File: config.mk
export PLATFORM = sky130hd
export DESIGN_NAME = serial_dac_loader
export DESIGN_NICKNAME = d
export VERILOG_FILES = /design/src/rtl/sdl_pkg.sv /design/src/rtl/sdl_sync.sv /design/src/rtl/sdl_strobe.sv /design/src/rtl/sdl_regs.sv /design/src/rtl/serial_dac_loader.sv
export SDC_FILE = /design/constraint.sdc
export NUM_CORES = 1
export LEC_CHECK = 0
export BUFFER_PORTS_ARGS = -buffer_cell sky130_fd_sc_hd__buf_2
export CAP_MARGIN = 10
export CORE_ASPECT_RATIO = 0.7
export CORE_UTILIZATION = 50
export DETAILED_ROUTE_END_ITERATION = 8
export PLACE_DENSITY = 0.72
export SLEW_MARGIN = 20
export SYNTH_ARGS = -nofsm -noshare
export SYNTH_HDL_FRONTEND = slang
export SYNTH_SLANG_ARGS = --single-unit
File: constraint.sdc
create_clock -name clk -period 1.45 [get_ports clk]
set_clock_uncertainty 0.2 [all_clocks]
set_input_delay 0.145 -clock clk [delete_from_list [all_inputs] [get_ports clk]]
set_output_delay 0.145 -clock clk [all_outputs]
set_load 0.01 [all_outputs]
File: src/rtl/sdl_pkg.sv
// Package: shared defaults and the strobe type for the serial DAC loader.
// Assumes the word width is at least 2 and the synchronizer depth is at least 2.
package sdl_pkg;
    localparam int unsigned WORD_W_DEF = 12;
    localparam int unsigned SYNC_DEF   = 2;

    // One-cycle strobes decoded from the synchronized serial inputs.
    typedef struct packed {
        logic shift;
        logic load;
    } sdl_strobe_t;
endpackage

File: src/rtl/sdl_sync.sv
// Module: multi-flop synchronizer for a vector of independent asynchronous bits.
// Assumes each bit is a level that stays stable much longer than one clk period.
// Synchronous active-low reset loads RST_VAL into every stage.
module sdl_sync #(
    parameter int unsigned WIDTH   = 1,
    parameter int unsigned STAGES  = 2,
    parameter logic [WIDTH-1:0] RST_VAL = '0
) (
    input  logic             clk,
    input  logic             rst_n,
    input  logic [WIDTH-1:0] d,
    output logic [WIDTH-1:0] q
);
    logic [WIDTH-1:0] stage_q [STAGES];

    genvar g;
    generate
        for (g = 0; g < STAGES; g++) begin : g_stage
            // Purpose: one flop of the synchronizer chain.
            always_ff @(posedge clk) begin
                if (!rst_n) begin
                    stage_q[g] <= RST_VAL;
                end else if (g == 0) begin
                    stage_q[g] <= d;
                end else begin
                    stage_q[g] <= stage_q[(g == 0) ? 0 : g-1];
                end
            end
        end
    endgenerate

    assign q = stage_q[STAGES-1];
endmodule

File: src/rtl/sdl_strobe.sv
// Module: turns the synchronized serial clock and select levels into strobes.
// Shift fires on a rising serial clock while select is low. Load fires on a
// rising select. Reset values treat the select line as idle high and the serial
// clock as idle low, so no strobe fires when reset is released.
module sdl_strobe (
    input  logic                clk,
    input  logic                rst_n,
    input  logic                sclk_s,
    input  logic                csld_s,
    output sdl_pkg::sdl_strobe_t strobe
);
    logic sclk_prev;
    logic csld_prev;

    // Purpose: remember last cycle's synchronized levels for edge detection.
    always_ff @(posedge clk) begin
        if (!rst_n) begin
            sclk_prev <= 1'b0;
            csld_prev <= 1'b1;
        end else begin
            sclk_prev <= sclk_s;
            csld_prev <= csld_s;
        end
    end

    // Purpose: decode edges; select high blocks the serial clock.
    always_comb begin
        strobe.shift = sclk_s & ~sclk_prev & ~csld_s;
        strobe.load  = csld_s & ~csld_prev;
    end
endmodule

File: src/rtl/sdl_regs.sv
// Module: shift register and holding register for the DAC code.
// clr_n zeroes both registers asynchronously. While clr_rel is low (the clear
// release has not yet been synchronized) they stay at zero and ignore strobes.
// rst_n is the synchronous power-on reset.
module sdl_regs #(
    parameter int unsigned WORD_W = sdl_pkg::WORD_W_DEF
) (
    input  logic                 clk,
    input  logic                 rst_n,
    input  logic                 clr_n,
    input  logic                 clr_rel,
    input  logic                 sdi_s,
    input  sdl_pkg::sdl_strobe_t strobe,
    output logic [WORD_W-1:0]    shift_q,
    output logic [WORD_W-1:0]    dac_q
);
    // Purpose: MSB-first shift register fed at bit 0.
    always_ff @(posedge clk or negedge clr_n) begin
        if (!clr_n) begin
            shift_q <= '0;
        end else if (!rst_n || !clr_rel) begin
            shift_q <= '0;
        end else if (strobe.shift) begin
            shift_q <= {shift_q[WORD_W-2:0], sdi_s};
        end
    end

    // Purpose: holding register updated by the load strobe.
    always_ff @(posedge clk or negedge clr_n) begin
        if (!clr_n) begin
            dac_q <= '0;
        end else if (!rst_n || !clr_rel) begin
            dac_q <= '0;
        end else if (strobe.load) begin
            dac_q <= shift_q;
        end
    end
endmodule

File: src/rtl/serial_dac_loader.sv
// Module: top of the serial DAC loader.
// Synchronizes sclk, sdi and csld into clk, decodes shift and load strobes,
// and holds the shift and DAC registers. sdo is the MSB of the shift register.
// Assumes the serial inputs are held for several clk periods per phase and that
// sdi is settled before the matching sclk rise.
module serial_dac_loader #(
    parameter int unsigned WORD_W = sdl_pkg::WORD_W_DEF,
    parameter int unsigned SYNC_N = sdl_pkg::SYNC_DEF
) (
    input  logic              clk,
    input  logic              rst_n,
    input  logic              clr_n,
    input  logic              sclk,
    input  logic              sdi,
    input  logic              csld,
    output logic              sdo,
    output logic [WORD_W-1:0] dac_code
);
    localparam int unsigned IN_W = 3;

    logic [IN_W-1:0]      in_s;
    logic [SYNC_N-1:0]    rel_pipe;
    logic                 clr_rel;
    sdl_pkg::sdl_strobe_t strobe;
    logic [WORD_W-1:0]    shift_word;
    logic [WORD_W-1:0]    dac_word;

    // The three serial inputs share one synchronizer; csld resets high (idle).
    sdl_sync #(
        .WIDTH   (IN_W),
        .STAGES  (SYNC_N),
        .RST_VAL (3'b100)
    ) u_sync (
        .clk   (clk),
        .rst_n (rst_n),
        .d     ({csld, sclk, sdi}),
        .q     (in_s)
    );

    // Purpose: clear asserts at once and releases after SYNC_N clk edges.
    always_ff @(posedge clk or negedge clr_n) begin
        if (!clr_n) begin
            rel_pipe <= '0;
        end else if (!rst_n) begin
            rel_pipe <= '0;
        end else begin
            rel_pipe <= {rel_pipe[SYNC_N-2:0], 1'b1};
        end
    end
    assign clr_rel = rel_pipe[SYNC_N-1];

    sdl_strobe u_strobe (
        .clk    (clk),
        .rst_n  (rst_n),
        .sclk_s (in_s[1]),
        .csld_s (in_s[2]),
        .strobe (strobe)
    );

    sdl_regs #(
        .WORD_W (WORD_W)
    ) u_regs (
        .clk     (clk),
        .rst_n   (rst_n),
        .clr_n   (clr_n),
        .clr_rel (clr_rel),
        .sdi_s   (in_s[0]),
        .strobe  (strobe),
        .shift_q (shift_word),
        .dac_q   (dac_word)
    );

    assign sdo      = shift_word[WORD_W-1];
    assign dac_code = dac_word;
endmodule

; Yosys cells after proc, flatten, opt, wreduce, memory -nomap -nowiden
; Memory sizes are Yosys's and may differ from the RTL's.
; Index checks and enable logic that the tools add are counted.
[totals]
ff_bits = 28
out_inout_bits = 13
in_bits = 6
memories = 1
elab_cells = 28
ramBits = 6
[op_classes]
n_bitwise = 8
muxes = 9
n_reduce_logical = 5
[mem_list]
columns = memory, depth, word_bits, rd, rd_ports_with_merged_regs, write_ports, line
row1 = u_sync.stage_q, 2, 3, 2, 0, 2, sdl_sync.sv:14  ; logic [WIDTH-1:0] stage_q [STAGES];
[ops]
columns = cell, n
row1 = 2-to-1 mux 12 bit, 4
row2 = 2-to-1 mux 3 bit, 2
row3 = nonzero test 2 bit, 2
row4 = AND 1 bit, 3
row5 = NOT 1 bit, 3
row6 = zero test 1 bit, 2
row7 = 2-to-1 mux 1 bit, 2
row8 = 2-to-1 mux 2 bit, 1
row9 = OR 1 bit, 2
row10 = logical OR 1 bit, 1

; Logic depth before layout (Yosys ltp)
; Gate-level depths: netlist (run 1).
[depth]
word_depth = 5
mapped_depth = 4
ltp_nobuf = 3

; Modules after synthesis
; Synthesis (run 1) repeated with hierarchy kept, for this count alone.
[hier_totals]
hier_cells = 98
area_unflattened_um2 = 1253.7
[modules_own_cells]
columns = mod, cells_each, area_per_inst_um2, n_inst
row1 = sdl_regs, 77, 967.2, 1
row2 = sdl_sync, 12, 157.7, 1
row3 = sdl_strobe, 6, 72.6, 1
row4 = serial_dac_loader, 3, 56.3, 1

; Worst setup path before layout (run 1)
; Ideal clock, no wire load.
[synth_timing]
path_type = reg2reg
start = memory u_sync.stage_q[1][2] in the netlist's numbering
end = register u_regs.shift_q[11]
t_required_ps = 1126
arrival_ps = 963
setup_slack_ps = 163
setup_time_ps = 124
path_buffers = 1
path_stages_with_launch = 5
path_cell_list = dfxtp_1 -> or3b_4 -> buf_6 -> nand2_1 -> a21oi_1
[synth_lines]
columns = item, line
row1 = from (decl), sdl_sync.sv:14
row2 = to (signal assigned), sdl_regs.sv:24  ; shift_q <= {shift_q[WORD_W-2:0], sdi_s};
row3 = to (decl), sdl_regs.sv:14  ; output logic [WORD_W-1:0] shift_q,

==> results of run 1 <==
## state kept, by name, indices dropped and copies added, names as in the netlist
signal              count
u_strobe.csld_prev      1
u_sync.stage_q          6
rel_pipe                2
u_regs.shift_q         12
u_regs.dac_q           12
u_strobe.sclk_prev      1
## Yosys cell counts, drive strengths merged
cell and count:
a21oi 24, and2 6, and2b 1, buf 6, dfrtp 26, dfxtp 8, nand2 49, nand2b 3
nor3b 1, or2b 1, or3b 1
## cell families after synthesis
logic type	count (synthesis)	share of synthesized area, %
buffers and inverters	6	2.911
AND/OR/NAND/NOR	62	22.39
AO/OA/AOI/OAI	24	9.639
flip-flops	34	65.06
## layer usage
| metal | wire [µm] | vias up | track usage (%) |
|---|---|---|---|
| met5 | 0 | - | 0 |
| met4 | 30 | 0 | 9.333 |
| met3 | 102 | 4 | 6.269 |
| met2 | 1126 | 22 | 31.18 |
| met1 | 1096 | 448 | 28.97 |
| li1 | - | 452 | - |
## where the power goes
group / switching [W] / internal (W)
sequential: 0.00000476 / 0.000956
clock: 0.000299 / 0.000235
combinational: 0.0000373 / 0.0000250
total: 0.000341 / 0.00122
## cell type report
cell class	instances	area share (%)
multi-input cells	86	27.12
clock inverters	1	0.3390
clock buffers	7	3.729
well taps	32	2.712
repair buffers	26	11.19
flip-flops and latches	34	54.92
## final timing paths
check	from	to	slack, ns	depth (start not counted)
worst max-delay path	u_sync.stage_q[1][2]$_SDFF_PN1_	u_regs.dac_q[7]$_DFFE_PN0P_	0.11	3
worst min-delay path	clr_n	u_regs.dac_q[9]$_DFFE_PN0P_	0.13	2
worst max register to register	u_sync.stage_q[1][2]$_SDFF_PN1_	u_regs.dac_q[7]$_DFFE_PN0P_	0.11	3
worst min register to register	u_sync.stage_q[0][2]$_SDFF_PN1_	u_sync.stage_q[1][2]$_SDFF_PN1_	0.21	1
max in group asynchronous	clr_n	u_regs.shift_q[0]$_DFFE_PN0P_	0.53	2
min in group clk	rst_n	u_regs.shift_q[10]$_DFFE_PN0P_	0.14	4
## critical path, cell delays in order, from the launching register on
cell     delay, ns
dfxtp_1       0.40
or2b_1        0.40
nand2_1       0.14
a21oi_1       0.08
## what timing repair did
item / in CTS / in global routing
resized for setup: 0 / 1
hold buffers: 8 / 1
endpoints found under the hold margin: 36 / 3
buffers inserted: 0 / 0
endpoints found under the setup margin: 0 / 4
## through the flow
stage / worst slack [ns] / std cells / area, µm² / hold slack [ns] / utilization (%)
2_1_floorplan: 0.1635 / 126 / 1246 / -0.3506 / -
3_3_place_gp: 0.1659 / 172 / 1355 / -0.03538 / 60.44
3_5_place_dp: 0.1369 / 172 / 1355 / -0.03135 / 60.44
4_1_cts: 0.007589 / 188 / 1495 / 0.1415 / 66.69
5_1_grt: 0.007840 / 186 / 1476 / 0.1602 / 65.85
6_report: 0.1134 / 186 / 1476 / 0.1312 / 65.85
==> key figures, run 1 <==
Layout
  – Layout net count: approximately 160
  – Most frequent cells in the layout: nand2_1, dfrtp_1, a21oi_1, buf_2, dfxtp_1
  – Fill cell count: 200
  – Layout area overhead: 18.47%
  – Multi-input logic area: roughly 400 µm²
  – Ant diodes: 0
  – Most common cell after layout, fill and taps aside: nand2_1
  – Reg area: ~800 µm²
  – Share of layout cells above drive strength 1: about a fifth

Hold path
  – Hold Path Class: primary input to asynchronous set/reset pin

Yosys
  – Cell type with the largest total area after synthesis: dfrtp_1
  – Synthesized netlist cell count: approximately 130
  – Sequential area share after synthesis: between 60% and 70%
  – Synth unique cells: 12
  – Flops & latches, synth: 34
  – Synth top area cells: dfrtp_1, nand2_1, dfxtp_1
  – Syn Area/Cell: a little under 10 µm²
  – Yosys warns: 0
  – Mapped Area: 0.001246 mm²
  – Syn_nets: approximately 130
  – Share of the synthesized area in the top cell type: 52.21%

Power and ir drop
  – Leak: around 0.65 nW
  – Pwr/cell area: 1054 mW/mm²
  – Max VDD drop: just over 0.0009 V
  – Total power: between 0.0015 and 0.002 W

Placed design
  – Port Buffers: 18
  – HPWL Detailed: between 1000 and 1500 µm
  – Final Wtd Congestion: about 0.7

Die
  – Die height: around 44 µm
  – Core ar.: between 0.002 and 0.0025 mm²
  – I/O Pins: 19
  – Initial Util: 55.58%
  – Die W: 61.67 µm
  – Cell Rows: 14
  – Die ar.: 0.002699 mm²

Timing
  – Fin crit period: roughly 1.3 ns
  – Final setup vio count: 0
  – TNS Setup: 0 ns
  – Slew HR: between 60 and 70%
  – RSZ-0062 raised after global routing: no
  – Fmax: ~0.75 GHz
  – Final hold violation count: 0
  – Fin. max-slew vios: 0
  – Fin crit share: between 90 and 100%
  – Worst-margin pin slew: about 0.56 ns

CTS
  – TritonCTS clock tree: yes
  – Num CTS Buffers: 5
  – CTS max path bufs: 2
  – Skew-Pair Late Insertion Delay: 0.33 ns
  – Root buf cell: clkbuf_4
  – Clk sink count: 34
  – Worst-path clk slew: ~0.10 ns
  – H-tree depth: 2

Worst setup path
  – CP required: between 1 and 1.5 ns
  – CP Class: flop to flop
  – Critical Path Source Type: flop
  – Crit path DAT: around 1.4 ns
  – Setup crit end kind: flop
  – Worst Path Max Fanout: 12

Routing
  – Residual DRC: 0
  – Number of iterations in the first detailed-routing pass: 4
  – DRT antenna net count: 0
  – Via count: between 900 and 1000
  – DR vias/cell: roughly 5
  – First-iteration detailed-routing DRC count: 34
  – Total wire length: 2356 µm
  – Avg WL per Cell: ~13 µm

Global routing
  – First-pass GRT wire length: a little under 4000 µm
  – Largest net degree at the start of global routing: 27
  – Global Route Usage Sum: a little over a fifth
  – Remaining Overflow, GRT: 0
  – Initial antenna violation count: 0
  – Vias in the first global route: around 900

Flow run
  – Max-cap violations: 0

Outcome
  – Status: finished clean
Note: power is estimated with default switching activity, not from simulation.
==> run 2, diff against run 1 <==
- CORE_UTILIZATION: 50 -> 40
- CTS_BUF_LIST: unset -> sky130_fd_sc_hd__clkbuf_4 sky130_fd_sc_hd__clkbuf_8 sky130_fd_sc_hd__clkbuf_16
- PLACE_DENSITY: 0.72 -> unset
==> key figures, run 2 (synthesized netlist as in run 1, its figures left out) <==
CTS
  – Root buf cell: clkbuf_8
  – CTS max path bufs: 2
  – Clk sink count: 34
  – Worst-path clk slew: ~0.070 ns
  – TritonCTS clock tree: yes
  – Post_cts resized: 0
  – Skew-Pair Late Insertion Delay: between 0.2 and 0.3 ns
  – H-tree depth: 2
  – Num CTS Buffers: 5
  – Post-CTS Setup Inserts: 0

Hold path
  – Hold Path Class: primary input to asynchronous set/reset pin

Layout
  – Most common cell after layout, fill and taps aside: nand2_1
  – Share of layout cells above drive strength 1: approximately a fifth
  – Ant diodes: 0
  – Most frequent cells in the layout: nand2_1, dfrtp_1, a21oi_1, buf_2, dfxtp_1
  – Top flop regs: u_regs.dac_q x12, u_regs.shift_q x12, u_sync.stage_q x6
  – Layout net count: around 160
  – Layout area overhead: 22.49%
  – Design area: ~0.0015 mm²
  – Fin cells: between 150 and 200

Routing
  – Total wire length: ~2200 µm
  – Residual DRC: 0
  – First-iteration detailed-routing DRC count: 47
  – Avg WL per Cell: between 10 and 15 µm
  – Via count: roughly 900
  – DRT antenna net count: 0
  – Number of iterations in the first detailed-routing pass: 4
  – DR vias/cell: between 4 and 5

Placed design
  – Placed insts: approximately 180
  – HPWL Detailed: 1409 µm
  – Port Buffers: 18
  – Placed cell area: around 0.0014 mm²
  – Final Wtd Congestion: 0.7329
  – Pre-CTS WS: between 0.1 and 0.15 ns

Power and ir drop
  – Switching Share: a little under 20%
  – Leak: between 0.6 and 0.7 nW
  – Pwr/cell area: around 1200 mW/mm²
  – Internal power: 0.001486 W
  – Clock power share: 44.9%
  – Max VDD drop: about 0.00047 V
  – Gate power share: under 10%
  – Seq pwr share: 51.9%
  – Psw: roughly 0.00037 W

Die
  – I/O Pins: 19
  – Die height: a little under 50 µm
  – Core ar.: about 0.0029 mm²
  – Die ar.: 0.003346 mm²
  – Cell Rows: 16
  – Die W: ~70 µm
  – Initial Util: a little over two fifths

Worst setup path
  – CP Class: flop to flop
  – CP required: roughly 1.4 ns
  – Setup crit end kind: flop
  – Critical Path Source Type: flop
  – Worst Path Max Fanout: 12
  – Reg2Reg Setup Slack: about 0.12 ns
  – Crit path DAT: approximately 1.3 ns

Global routing
  – Remaining Overflow, GRT: 0
  – Initial antenna violation count: 0
  – Vias in the first global route: 891
  – Global Route Usage Sum: between 15 and 20%
  – First-pass GRT wire length: ~3800 µm
  – Largest net degree at the start of global routing: 27

Timing
  – Fin. max-slew vios: 0
  – TNS Setup: 0 ns
  – Slew HR: about three fifths
  – Fin crit share: slightly above 90%
  – Fmax: about 0.75 GHz
  – RSZ-0062 raised after global routing: no
  – Final setup margin: 0.1182 ns
  – Fin crit period: 1.332 ns
  – Final hold violation count: 0
  – Worst-margin pin slew: between 0.5 and 0.6 ns
  – Final setup vio count: 0

Flow run
  – Max-cap violations: 0

Outcome
  – Status: finished clean
-- run 2: cell type report --
| cell class | instances | area (µm²) |
|---|---|---|
| multi-input combinational | 86 | 399.1 |
| sequential | 34 | 810.8 |
| timing repair buffer | 26 | 162.7 |
| tap | 36 | 45.04 |
| fill | 261 | 1356 |
| clock inverter | 3 | 40.04 |
| clock buffer | 5 | 68.82 |
-- run 2: power groups by stage --
| stage | sequential, W | clock, W | combinational, W |
|---|---|---|---|
| after global placement | 0.000979 | 0 | 0.0000491 |
| after detailed placement | 0.000980 | 0 | 0.0000511 |
| after global routing | 0.000961 | 0.000902 | 0.0000678 |
| after floorplan | 0.000979 | 0 | 0.0000222 |
| final | 0.000961 | 0.000832 | 0.0000595 |
| after CTS | 0.000961 | 0.000855 | 0.0000615 |
-- run 2: final timing paths --
path	start	to	cells after the start
setup / recovery	u_sync.stage_q[1][2]$_SDFF_PN1_	u_regs.shift_q[3]$_DFFE_PN0P_	3
hold / removal	clr_n	u_regs.dac_q[11]$_DFFE_PN0P_	2
setup reg to reg	u_sync.stage_q[1][2]$_SDFF_PN1_	u_regs.shift_q[3]$_DFFE_PN0P_	3
hold reg to reg	u_sync.stage_q[0][2]$_SDFF_PN1_	u_sync.stage_q[1][2]$_SDFF_PN1_	1
max in group asynchronous	clr_n	u_regs.dac_q[2]$_DFFE_PN0P_	2
min in group clk	u_sync.stage_q[0][2]$_SDFF_PN1_	u_sync.stage_q[1][2]$_SDFF_PN1_	1
-- run 2: critical path, cell delays in order, from the launching register on --
cell,delay [ns]
dfxtp_1,0.34
or3b_4,0.49
nand2_1,0.11
a21oi_1,0.07
-- run 2: timing repair --
action	4_1_cts	5_1_grt
endpoints found under the setup margin	0	0
hold buffers	5	0
hold endpoints to repair	32	0
-- run 2: per-stage QoR --
stage,hold slack [ns],util (%),total power (W)
global placement,-0.04087,47.44,0.001029
CTS,0.2076,52.95,0.001877
finish,0.1950,52.95,0.001852
floorplan,-0.3506,-,0.001001
detailed placement,-0.02824,47.44,0.001031
global route,0.2280,52.95,0.001931
-- run 2: per-layer routing --
metal	up-vias	global-route usage, %	wire length (µm)
met1	415	18.72	1039
met2	20	26.14	1073
met5	-	0	0
li1	453	-	-
met4	0	6.122	4
met3	2	5.660	102
==> run 3, diff against run 2 <==
- GPL_TIMING_DRIVEN: unset -> 0
==> key figures, run 3 (synthesized netlist as in run 1, its figures left out) <==
Placed design
  – Placed cell area: 0.001381 mm²
  – Port Buffers: 18
  – Final Wtd Congestion: around 0.74
  – HPWL Detailed: approximately 1500 µm

Die
  – Core ar.: roughly 0.0029 mm²
  – Die W: 68.72 µm
  – Cell Rows: 16
  – I/O Pins: 19
  – Die height: about 49 µm
  – Initial Util: a little over two fifths
  – Die ar.: ~0.0033 mm²

Worst setup path
  – Crit path buf inv count: 1
  – Reg2Reg Setup Slack: roughly 0.066 ns
  – Setup crit end kind: flop
  – Crit path DAT: between 1 and 1.5 ns
  – CP top delay family: simple AND/OR/NAND/NOR gates
  – Slowest cell delay on critical path: 0.42 ns
  – Slowest stage cell, crit path: or3b_4
  – CP Class: flop to flop
  – Reg2reg end: u_regs.shift_q[8]$_DFFE_PN0P_
  – CP required: 1.42 ns
  – Critical Path Source Type: flop
  – R2R depth: 4
  – Origin of the critical flop-to-flop path: u_sync.stage_q[1][2]$_SDFF_PN1_
  – Worst Path Max Fanout: 10
  – CP cell instances: or3b_4 -> buf_6 -> nand2_1 -> a21oi_1

Timing
  – Final setup vio count: 0
  – Worst-margin pin slew: between 0.5 and 0.6 ns
  – RSZ-0062 raised after global routing: no
  – Fin crit period: around 1.4 ns
  – Slew HR: between 60% and 70%
  – Final hold violation count: 0
  – Fin crit share: about 95%
  – Fmax: 0.7227 GHz
  – TNS Setup: 0 ns
  – WHS: ~0.18 ns
  – Fin. max-slew vios: 0

Layout
  – Fill cell count: approximately 260
  – Design area: ~0.0016 mm²
  – Share of layout cells above drive strength 1: between 20 and 25%
  – Top flop regs: u_regs.dac_q x12, u_regs.shift_q x12, u_sync.stage_q x6
  – Most common cell after layout, fill and taps aside: nand2_1
  – Layout net count: roughly 160
  – Most frequent cells in the layout: nand2_1, dfrtp_1, a21oi_1, buf_2
  – Multi-input logic area: about 400 µm²
  – Reg area: 810.8 µm²
  – Layout area overhead: 24.70%
  – Ant diodes: 0

Hold path
  – Hold Path Class: primary input to asynchronous set/reset pin

Power and ir drop
  – Max VDD drop: approximately 0.00064 V
  – Pwr/cell area: between 1000 and 1500 mW/mm²
  – Leak: a little under 0.7 nW

Routing
  – Via count: 933
  – Total wire length: 2307 µm
  – Number of iterations in the first detailed-routing pass: 4
  – Residual DRC: 0
  – DRT antenna net count: 0
  – First-iteration detailed-routing DRC count: 60
  – DR vias/cell: approximately 4.8
  – Avg WL per Cell: approximately 12 µm

Outcome
  – Status: finished clean

Global routing
  – Initial antenna violation count: 0
  – Vias in the first global route: 859
  – Largest net degree at the start of global routing: 27
  – Global Route Usage Sum: between 10% and 20%
  – First-pass GRT wire length: ~3900 µm
  – Remaining Overflow, GRT: 0

CTS
  – Root buf cell: clkbuf_8
  – Num CTS Buffers: 5
  – Clk sink count: 34
  – Worst-path clk slew: about 0.070 ns
  – TritonCTS clock tree: yes
  – CTS max path bufs: 2
  – Skew-Pair Late Insertion Delay: between 0.2 and 0.3 ns
  – Post-CTS Setup Inserts: 0
  – H-tree depth: 2

Flow run
  – Max-cap violations: 0
==> run 3: cell types whose count changed in the layout (fill, tap and decap cells not counted) <==
cell       before  now
buf_2          18   19
nand2_2         0    1
buf_4           3    0
clkbuf_4        0    4
nand2_1        49   48
buf_6           0    1
clkbuf_8        5    8
bufinv_16       1    0
clkinv_2        2    0
==> run 3: worst max path at each step <==
stage	endpoint	cells past startpoint	slack, ns	startpoint
after CTS	u_regs.dac_q[4]$_DFFE_PN0P_	5	0.06	rst_n
final	u_regs.shift_q[8]$_DFFE_PN0P_	4	0.07	u_sync.stage_q[1][2]$_SDFF_PN1_
after floorplan	u_regs.shift_q[11]$_DFFE_PN0P_	4	0.16	u_sync.stage_q[1][2]$_SDFF_PN1_
after global routing	u_regs.shift_q[8]$_DFFE_PN0P_	4	0.02	u_sync.stage_q[1][2]$_SDFF_PN1_
after detailed placement	u_regs.shift_q[8]$_DFFE_PN0P_	4	0.09	u_sync.stage_q[1][2]$_SDFF_PN1_
after global placement	u_regs.shift_q[2]$_DFFE_PN0P_	4	0.11	u_sync.stage_q[1][2]$_SDFF_PN1_
==> run 3: worst reg2reg max path: cells and delay by family (launching register included) <==
kind / cells / cell delay (ns)
flops: 1 / 0.35
buf+inv: 1 / 0.15
compound gates: 1 / 0.07
simple gates: 2 / 0.50
==> run 3: repair_timing <==
item,4_1_cts,5_1_grt
hold buffers,5,0
hold endpoints to repair,32,0
endpoints found under the setup margin,0,18
gates resized for setup,0,5
==> run 3: per-layer routing <==
| metal | track usage [%] | wire length, µm | vias up | part of all wire (%) |
|---|---|---|---|---|
| met5 | 0 | 0 | - | 0 |
| met4 | 7.143 | 43 | 0 | 1.9 |
| met3 | 9.198 | 156 | 5 | 6.8 |
| met2 | 24.18 | 1045 | 24 | 45 |
| met1 | 21.81 | 1061 | 440 | 46 |
| li1 | - | - | 464 | - |
==> run 3: power breakdown <==
group / total [W] / switching [W] / internal, W
Combinational: 0.0000628 / 0.0000368 / 0.0000260
Clock: 0.000808 / 0.000329 / 0.000479
Sequential: 0.000962 / 0.00000468 / 0.000957
==> run 3: per-stage QoR <==
stage	total power (W)	worst slack, ns	utilization (%)	cells
2_1_floorplan	0.001001	0.1635	-	126
3_3_place_gp	0.001030	0.1059	47.92	180
3_5_place_dp	0.001032	0.08699	47.92	180
4_1_cts	0.001857	0.05971	53.47	193
5_1_grt	0.001906	0.01603	53.91	193
6_report	0.001832	0.06627	53.91	193
==> run 3: area by class of cell <==
class	instances	area share (%)
Tap cell	36	2.899
Sequential cell	34	52.17
Buffer	6	2.818
Multi-Input combinational cell	86	25.85
Timing Repair Buffer	23	9.179
Clock buffer	8	7.085
